<file path="config.mk">
export PLATFORM = sky130hd
export DESIGN_NAME = hazard_stall_unit
export DESIGN_NICKNAME = d
export VERILOG_FILES = /design/src/rtl/hzu_pkg.sv /design/src/rtl/hzu_src_match.sv /design/src/rtl/hzu_stall_decide.sv /design/src/rtl/hazard_stall_unit.sv
export SDC_FILE = /design/constraint.sdc
export NUM_CORES = 1
export LEC_CHECK = 0
export BUFFER_PORTS_ARGS = -buffer_cell sky130_fd_sc_hd__buf_2
export CORE_AREA = 2 2 39 41
export DETAILED_ROUTE_END_ITERATION = 8
export DIE_AREA = 0 0 41 43
export PLACE_DENSITY_LB_ADDON = 0.08
export SYNTH_ARGS = -nofsm -noshare
export SYNTH_HDL_FRONTEND = slang
export SYNTH_SLANG_ARGS = --single-unit
</file>
<file path="constraint.sdc">
create_clock -name vclk -period 1.8
set_input_delay 0.09 -clock vclk [all_inputs]
set_output_delay 0.09 -clock vclk [all_outputs]
set_load 0.005 [all_outputs]
</file>
<file path="src/rtl/hzu_pkg.sv">
// Shared types for the decode-stage stall generator.
// Assumes a producer that reads memory is a load whether or not its write flag is set.
package hzu_pkg;

    typedef enum logic [1:0] {
        PK_NONE = 2'd0,   // writes nothing: store, branch, bubble
        PK_ALU  = 2'd1,   // result ready at end of execute
        PK_LOAD = 2'd2    // result ready at end of memory
    } prod_kind_t;

    // Turn a producer's control flags into its kind.
    function automatic prod_kind_t classify(input logic regwrite, input logic memread);
        if (memread)       return PK_LOAD;
        else if (regwrite) return PK_ALU;
        else               return PK_NONE;
    endfunction

endpackage

</file>
<file path="src/rtl/hzu_src_match.sv">
// Compares one producer destination with both consumer sources.
// Assumes register 0 is hard-wired, so a zero destination never matches.
module hzu_src_match #(
    parameter int AW = 5
) (
    input  logic [AW-1:0] dst_i,
    input  logic [AW-1:0] src_a_i,
    input  logic [AW-1:0] src_b_i,
    output logic          hit_o
);

    logic dst_live;

    // Match either source against a nonzero destination.
    always_comb begin
        dst_live = (dst_i != '0);
        hit_o    = dst_live && ((dst_i == src_a_i) || (dst_i == src_b_i));
    end

    // R7 guard: a zero destination must not report a match.
    always_comb begin
        if (dst_i == '0) begin
            a_r7_zero_dst_no_hit: assert (!hit_o)
                else $error("a_r7_zero_dst_no_hit");
        end
    end

endmodule

</file>
<file path="src/rtl/hzu_stall_decide.sv">
// Combines the producer kinds and matches into one stall decision.
// Assumes near = decode/execute slot, far = execute/memory slot.
module hzu_stall_decide
    import hzu_pkg::*;
(
    input  prod_kind_t near_kind_i,
    input  logic       near_hit_i,
    input  prod_kind_t far_kind_i,
    input  logic       far_hit_i,
    input  logic       is_branch_i,
    output logic       stall_o
);

    logic load_use;
    logic br_near;
    logic br_far;

    // Classify the three stalling situations.
    always_comb begin
        load_use = (near_kind_i == PK_LOAD) && near_hit_i;
        br_near  = is_branch_i && (near_kind_i != PK_NONE) && near_hit_i;
        br_far   = is_branch_i && (far_kind_i == PK_LOAD) && far_hit_i;
        stall_o  = load_use || br_near || br_far;
    end

    // R3 and R6 guards: forwarding-covered pairings never stall.
    always_comb begin
        if (!is_branch_i && (near_kind_i != PK_LOAD)) begin
            a_r3_alu_consumer_no_stall: assert (!stall_o)
                else $error("a_r3_alu_consumer_no_stall");
        end
        if (is_branch_i && !near_hit_i && (far_kind_i == PK_ALU)) begin
            a_r6_far_alu_no_stall: assert (!stall_o)
                else $error("a_r6_far_alu_no_stall");
        end
    end

endmodule

</file>
<file path="src/rtl/hazard_stall_unit.sv">
// Decode-stage stall generator for a pipeline that compares branches in decode.
// Assumes the pipeline zeroes decode/execute control when idex_bubble_o is 1
// and holds PC and fetch/decode when the write enables are 0.
module hazard_stall_unit #(
    parameter int AW = 5
) (
    input  logic [AW-1:0] ifid_rs_i,
    input  logic [AW-1:0] ifid_rt_i,
    input  logic          ifid_branch_i,
    input  logic [AW-1:0] idex_dst_i,
    input  logic          idex_regwrite_i,
    input  logic          idex_memread_i,
    input  logic [AW-1:0] exmem_dst_i,
    input  logic          exmem_regwrite_i,
    input  logic          exmem_memread_i,
    output logic          pc_we_o,
    output logic          ifid_we_o,
    output logic          idex_bubble_o
);
    import hzu_pkg::*;

    localparam int NSLOT = 2;   // 0: decode/execute, 1: execute/memory

    logic [AW-1:0] slot_dst [NSLOT];
    logic          slot_rw  [NSLOT];
    logic          slot_mr  [NSLOT];
    prod_kind_t    slot_kind[NSLOT];
    logic          slot_hit [NSLOT];
    logic          stall;

    // Gather producer slots into arrays.
    always_comb begin
        slot_dst[0] = idex_dst_i;
        slot_rw[0]  = idex_regwrite_i;
        slot_mr[0]  = idex_memread_i;
        slot_dst[1] = exmem_dst_i;
        slot_rw[1]  = exmem_regwrite_i;
        slot_mr[1]  = exmem_memread_i;
    end

    for (genvar g = 0; g < NSLOT; g++) begin : g_slot
        hzu_src_match #(.AW(AW)) u_match (
            .dst_i   (slot_dst[g]),
            .src_a_i (ifid_rs_i),
            .src_b_i (ifid_rt_i),
            .hit_o   (slot_hit[g])
        );
        // Classify this slot's producer.
        always_comb slot_kind[g] = classify(slot_rw[g], slot_mr[g]);
    end

    hzu_stall_decide u_decide (
        .near_kind_i (slot_kind[0]),
        .near_hit_i  (slot_hit[0]),
        .far_kind_i  (slot_kind[1]),
        .far_hit_i   (slot_hit[1]),
        .is_branch_i (ifid_branch_i),
        .stall_o     (stall)
    );

    // Drive the three pipeline controls from one decision.
    always_comb begin
        pc_we_o       = !stall;
        ifid_we_o     = !stall;
        idex_bubble_o = stall;
    end

    // R1/R2 and R5 guards stated on the ports.
    always_comb begin
        if (idex_memread_i && (idex_dst_i != '0) &&
            ((idex_dst_i == ifid_rs_i) || (idex_dst_i == ifid_rt_i))) begin
            a_r1_r2_load_use_holds: assert (!pc_we_o && !ifid_we_o && idex_bubble_o)
                else $error("a_r1_r2_load_use_holds");
        end
        if (ifid_branch_i && exmem_memread_i && (exmem_dst_i != '0) &&
            ((exmem_dst_i == ifid_rs_i) || (exmem_dst_i == ifid_rt_i))) begin
            a_r5_branch_far_load: assert (idex_bubble_o)
                else $error("a_r5_branch_far_load");
        end
    end

endmodule

</file>
==> results of run 1 <==
## placed cells by master, fill, tap and decap left out
cell	synthesis	final
sky130_fd_sc_hd__xnor2_1	20	20
sky130_fd_sc_hd__nand3_1	4	4
sky130_fd_sc_hd__nand2_1	4	4
sky130_fd_sc_hd__o22ai_1	2	2
sky130_fd_sc_hd__nor2_1	1	1
sky130_fd_sc_hd__o311a_1	1	1
sky130_fd_sc_hd__a22oi_1	1	1
sky130_fd_sc_hd__or3_1	1	1
sky130_fd_sc_hd__a22o_1	1	1
sky130_fd_sc_hd__nor3_1	1	1
sky130_fd_sc_hd__a21oi_1	2	2
sky130_fd_sc_hd__buf_2	0	27
## kinds of logic after synthesis
group,Yosys count,synth area share
AOI/OAI and AO/OA,7,0.173
xor gates and xnor gates,20,0.622
buffers and inverters,1,0.0267
and+or+nand+nor,11,0.178
## area by class of cell
class / count / area, um^2
fill: 171 / 955
multi-input combinational: 38 / 274
tap: 16 / 20.0
timing repair buffer: 27 / 135
## through the flow
stage	setup slack, ps	cells	power [mW]	cell area, um^2
after CTS	419	81	0.111	429
after floorplan	598	39	0.0587	282
after global placement	457	81	0.111	429
final	417	81	0.109	429
after detailed placement	419	81	0.110	429
after global routing	365	81	0.121	429
## worst max-delay path by stage
stage	start	end	cells past startpoint
2_1_floorplan	exmem_dst_i[1]	pc_we_o	4
3_3_place_gp	exmem_dst_i[1]	ifid_we_o	5
3_5_place_dp	exmem_dst_i[1]	pc_we_o	5
4_1_cts	exmem_dst_i[1]	pc_we_o	5
5_1_grt	exmem_dst_i[1]	ifid_we_o	5
6_report	exmem_dst_i[1]	pc_we_o	5
## critical path: stages
cell	delay, ps
sky130_fd_sc_hd__buf_2	120
sky130_fd_sc_hd__or3_1	380
sky130_fd_sc_hd__o311a_1	320
sky130_fd_sc_hd__a22oi_1	220
sky130_fd_sc_hd__buf_2	160
## power breakdown
part	switching [mW]	internal (mW)	total, mW	leakage, nW
combinational	0.0486	0.0600	0.109	0.175
clock	0	0	0	0
sequential	0	0	0	0
## routing by layer
metal  global-route usage  share of wire
met2                0.175           0.45
met5                    0              0
met4                    0              0
met3                    0           0.10
met1                0.155           0.45
==> parameters.txt, run 1 <==
Parameter                              Value

Worst hold path
  Worst-case hold path end point    idex_bubble_o
  Type of the worst min-delay path    primary input to primary output
  Origin of the worst min-delay path    exmem_memread_i
  Worst hold path stage count    4

Logic synthesis
  Synthesized Nets    64
  Seq/Total Area, Yosys    0
  Share of the synthesized area in the top cell type    0.622
  Count of different cell masters after synthesis    12
  Gate count after technology mapping    39
  Cell with the most instances after synthesis    sky130_fd_sc_hd__xnor2_1
  Top cells by area in the synthesized netlist    sky130_fd_sc_hd__xnor2_1 (62%), sky130_fd_sc_hd__nand3_1 (7.1%), sky130_fd_sc_hd__nand2_1 (5.3%)
  Synth cell count leaders    sky130_fd_sc_hd__xnor2_1 (20), sky130_fd_sc_hd__nand2_1 (4), sky130_fd_sc_hd__nand3_1 (4)
  Cell area after synthesis    282 um^2
  Cell accounting for the most synthesized area    sky130_fd_sc_hd__xnor2_1
  Avg Inst Size Synth    7.22 um^2
  Total of warnings raised by yosys    0

Job
  Max capacitance violation total    0

Pwr
  Peak VDD IR    60.8 uV
  Pwr per Cell Area    253 nW/um^2
  Reported leakage power    0.175 nW

Detailed routing
  1st-pass router iterations    4
  DRT iter0 DRCs    1
  DR vias    361
  DRC violation count after routing    0
  Post-route antenna net violation count    0
  Vias/cell    4.46
  Drt total wl    847 um
  Routed WL per cell    10.5 um

Finish
  Final-stage net count    92
  Layout overhead on the synthesized area    52.4%
  Diodes inserted    0
  Count of flip-flops and latches    0
  Area of all sequential standard cells    0 um^2
  Clock tree buffer count of the final layout    0
  Proportion of layout cells with a drive suffix above 1    0.415
  Final core utilization    0.310

Die
  Number of cell rows    14
  Core area    1380 um^2
  Initial Util    0.203
  Floorplan die height    43 um
  Io pins    28
  Die Area    1760 um^2
  Width of the chip    41 um

CTS
  Hold bufs inserted after CTS    0
  Post-cts gate resize count    0
  Number of buffers inserted by post-CTS setup repair    0

GRT
  Total routing resource utilization after global routing    0.105
  Maximum number of pins on one net before global-route repair    4
  Total congestion overflow after global routing    0
  Wire length of the first global-routing pass    1370 um
  Antenna violations before repair    0
  Number of global-route vias before repair    359

Place
  RD Place Congestion    0.723
  Port Buffers    27

STA
  Max Transition Viols Final    0
  Sum of negative setup slack    0 ps
  Unrepaired setup endpoints after global routing    false
  Transition time at the pin with the least slew margin    221 ps
  Relative max-transition margin    0.851
  Setup Viol. Count Final    0
  FMAX    723 MHz
  Final worst path period share    0.768
  Minimum clock period    1380 ps
  Hold Worst Slack    671 ps
  Number of hold-slack violations in the final timing report    0

Critical path
  Nature of the critical path startpoint    primary input
  Kind of capture point of the worst setup path    primary output
  Biggest fanout along the worst timing path    3
  Req. time, crit path    1710 ps
  Startpoint-to-endpoint class of the critical path    primary input to primary output
  CP Data Arrival Time    1290 ps

Status
  Run status    completed
Note: power is estimated with default switching activity, not from simulation.
==> inputs of run 2 (changes only) <==
- clock period: 1.8 -> 1.34 ns (I/O delays scaled with it)
==> parameters.txt, run 2 (synthesis results as in run 1) <==
Parameter                              Value

Die
  Number of cell rows    14 (unchanged)
  Initial Util    0.203 (unchanged)
  Die Area    1760 um^2 (unchanged)
  Floorplan die height    43 um (unchanged)
  Width of the chip    41 um (unchanged)
  Io pins    28 (unchanged)
  Core area    1380 um^2 (unchanged)

Worst hold path
  Type of the worst min-delay path    primary input to primary output (unchanged)
  Origin of the worst min-delay path    exmem_memread_i (unchanged)
  Worst hold path stage count    4 (unchanged)
  Worst-case hold path end point    ifid_we_o (was idex_bubble_o)

Finish
  Commonest cells after routing, fill and taps aside    sky130_fd_sc_hd__buf_2 (27), sky130_fd_sc_hd__xnor2_1 (20), sky130_fd_sc_hd__nand3_1 (4), sky130_fd_sc_hd__nand2_1 (4) (unchanged)
  Diodes inserted    0 (unchanged)
  Final-stage net count    94 (was 92)
  Proportion of layout cells with a drive suffix above 1    0.448 (was 0.415)
  Most common cell after layout, fill and taps aside    sky130_fd_sc_hd__buf_2 (unchanged)
  Area of all sequential standard cells    0 um^2 (unchanged)
  Layout overhead on the synthesized area    59.6% (was 52.4%)
  Final core utilization    0.325 (was 0.310)
  Clock tree buffer count of the final layout    0 (unchanged)
  Count of flip-flops and latches    0 (unchanged)
  Fill cells    156 (was 171)

STA
  Relative max-transition margin    0.838 (was 0.851)
  Hold Worst Slack    584 ps (was 671 ps)
  Number of hold-slack violations in the final timing report    0 (unchanged)
  Max Transition Viols Final    0 (unchanged)
  Setup Viol. Count Final    0 (unchanged)
  Sum of negative setup slack    0 ps (unchanged)
  FMAX    798 MHz
  Transition time at the pin with the least slew margin    243 ps (was 221 ps)
  Unrepaired setup endpoints after global routing    false (unchanged)
  Final worst path period share    0.935
  Minimum clock period    1250 ps

Pwr
  Post-route total power    151 uW (was 109 uW)
  Peak VDD IR    110 uV (was 60.8 uV)
  Pwr per Cell Area    337 nW/um^2 (was 253 nW/um^2)
  Reported leakage power    0.185 nW (was 0.175 nW)

Critical path
  CP Data Arrival Time    1190 ps (was 1290 ps)
  Nature of the critical path startpoint    primary input (unchanged)
  Req. time, crit path    1270 ps (was 1710 ps)
  Startpoint-to-endpoint class of the critical path    primary input to primary output (unchanged)
  Biggest fanout along the worst timing path    2 (was 3)
  Kind of capture point of the worst setup path    primary output (unchanged)

Place
  DP Wirelength    772 um
  RD Place Congestion    0.728 (was 0.723)
  Port Buffers    27 (unchanged)

GRT
  Met2 Use GR    0.169 (was 0.175)
  Wire length of the first global-routing pass    1350 um (was 1370 um)
  Number of global-route vias before repair    339 (was 359)
  Maximum number of pins on one net before global-route repair    4 (unchanged)
  Total congestion overflow after global routing    0 (unchanged)
  Met1 usage in global routing    0.161 (was 0.155)
  Antenna violations before repair    0 (unchanged)
  Total routing resource utilization after global routing    0.105 (unchanged)
  Met3 layer usage reported by global route    0 (unchanged)
  Gr busiest metal    met2 (unchanged)

Detailed routing
  Drt total wl    840 um (was 847 um)
  DRC violation count after routing    0 (unchanged)
  Routed WL per cell    10.1 um (was 10.5 um)
  DR vias    356 (was 361)
  Vias/cell    4.29 (was 4.46)
  DRT iter0 DRCs    0 (was 1)
  1st-pass router iterations    1 (was 4)
  Post-route antenna net violation count    0 (unchanged)

CTS
  Hold bufs inserted after CTS    0 (unchanged)

Job
  Max capacitance violation total    0 (unchanged)

Status
  Run status    completed (unchanged)
## run 2: worst max path at each step
stage	startpoint	end	slack (ps)	cells past startpoint
final	exmem_dst_i[1]	idex_bubble_o	90	5
after detailed placement	exmem_dst_i[1]	pc_we_o	60	5
after floorplan	exmem_dst_i[1]	pc_we_o	180	4
after global placement	exmem_dst_i[1]	ifid_we_o	70	5
after global routing	exmem_dst_i[1]	ifid_we_o	20	5
after CTS	exmem_dst_i[1]	pc_we_o	60	5
## run 2: through the flow
| stage | worst slack [ps] | std cells | instance area (um^2) |
|---|---|---|---|
| final | 87.6 | 83 | 449 |
| after global routing | 24.4 | 83 | 449 |
| after CTS | 61.0 | 83 | 444 |
| after detailed placement | 61.0 | 83 | 444 |
| after global placement | 73.8 | 83 | 444 |
| after floorplan | 184 | 39 | 282 |
## run 2: where the power goes
part	leakage (nW)	internal, mW	switching [mW]
Clock	0	0	0
Sequential	0	0	0
Combinational	0.185	0.0849	0.0664
## run 2: timing repair
item | CTS | global route
hold endpoints to repair | 0 | 0
gates resized for setup | 0 | 1
setup endpoints to repair | 0 | 2
buffers inserted | 0 | 0
## run 2: worst max-delay path, stage by stage
cell                      delay (ps)
sky130_fd_sc_hd__buf_2           100
sky130_fd_sc_hd__or3_1           380
sky130_fd_sc_hd__o311a_1         320
sky130_fd_sc_hd__a22o_1          200
sky130_fd_sc_hd__buf_2           120
## run 2: per-layer routing
layer | wire [um] | vias to the layer above
met4 | 0 | 0
met1 | 373 | 147
li1 | - | 191
met3 | 97 | 0
met5 | 0 | -
met2 | 370 | 18
## run 2: layout make-up
type	instances	area [um^2]	share of cell area
timing repair buffer	29	150	0.334
multi-input combinational	38	279	0.621
tap	16	20.0	0.0446
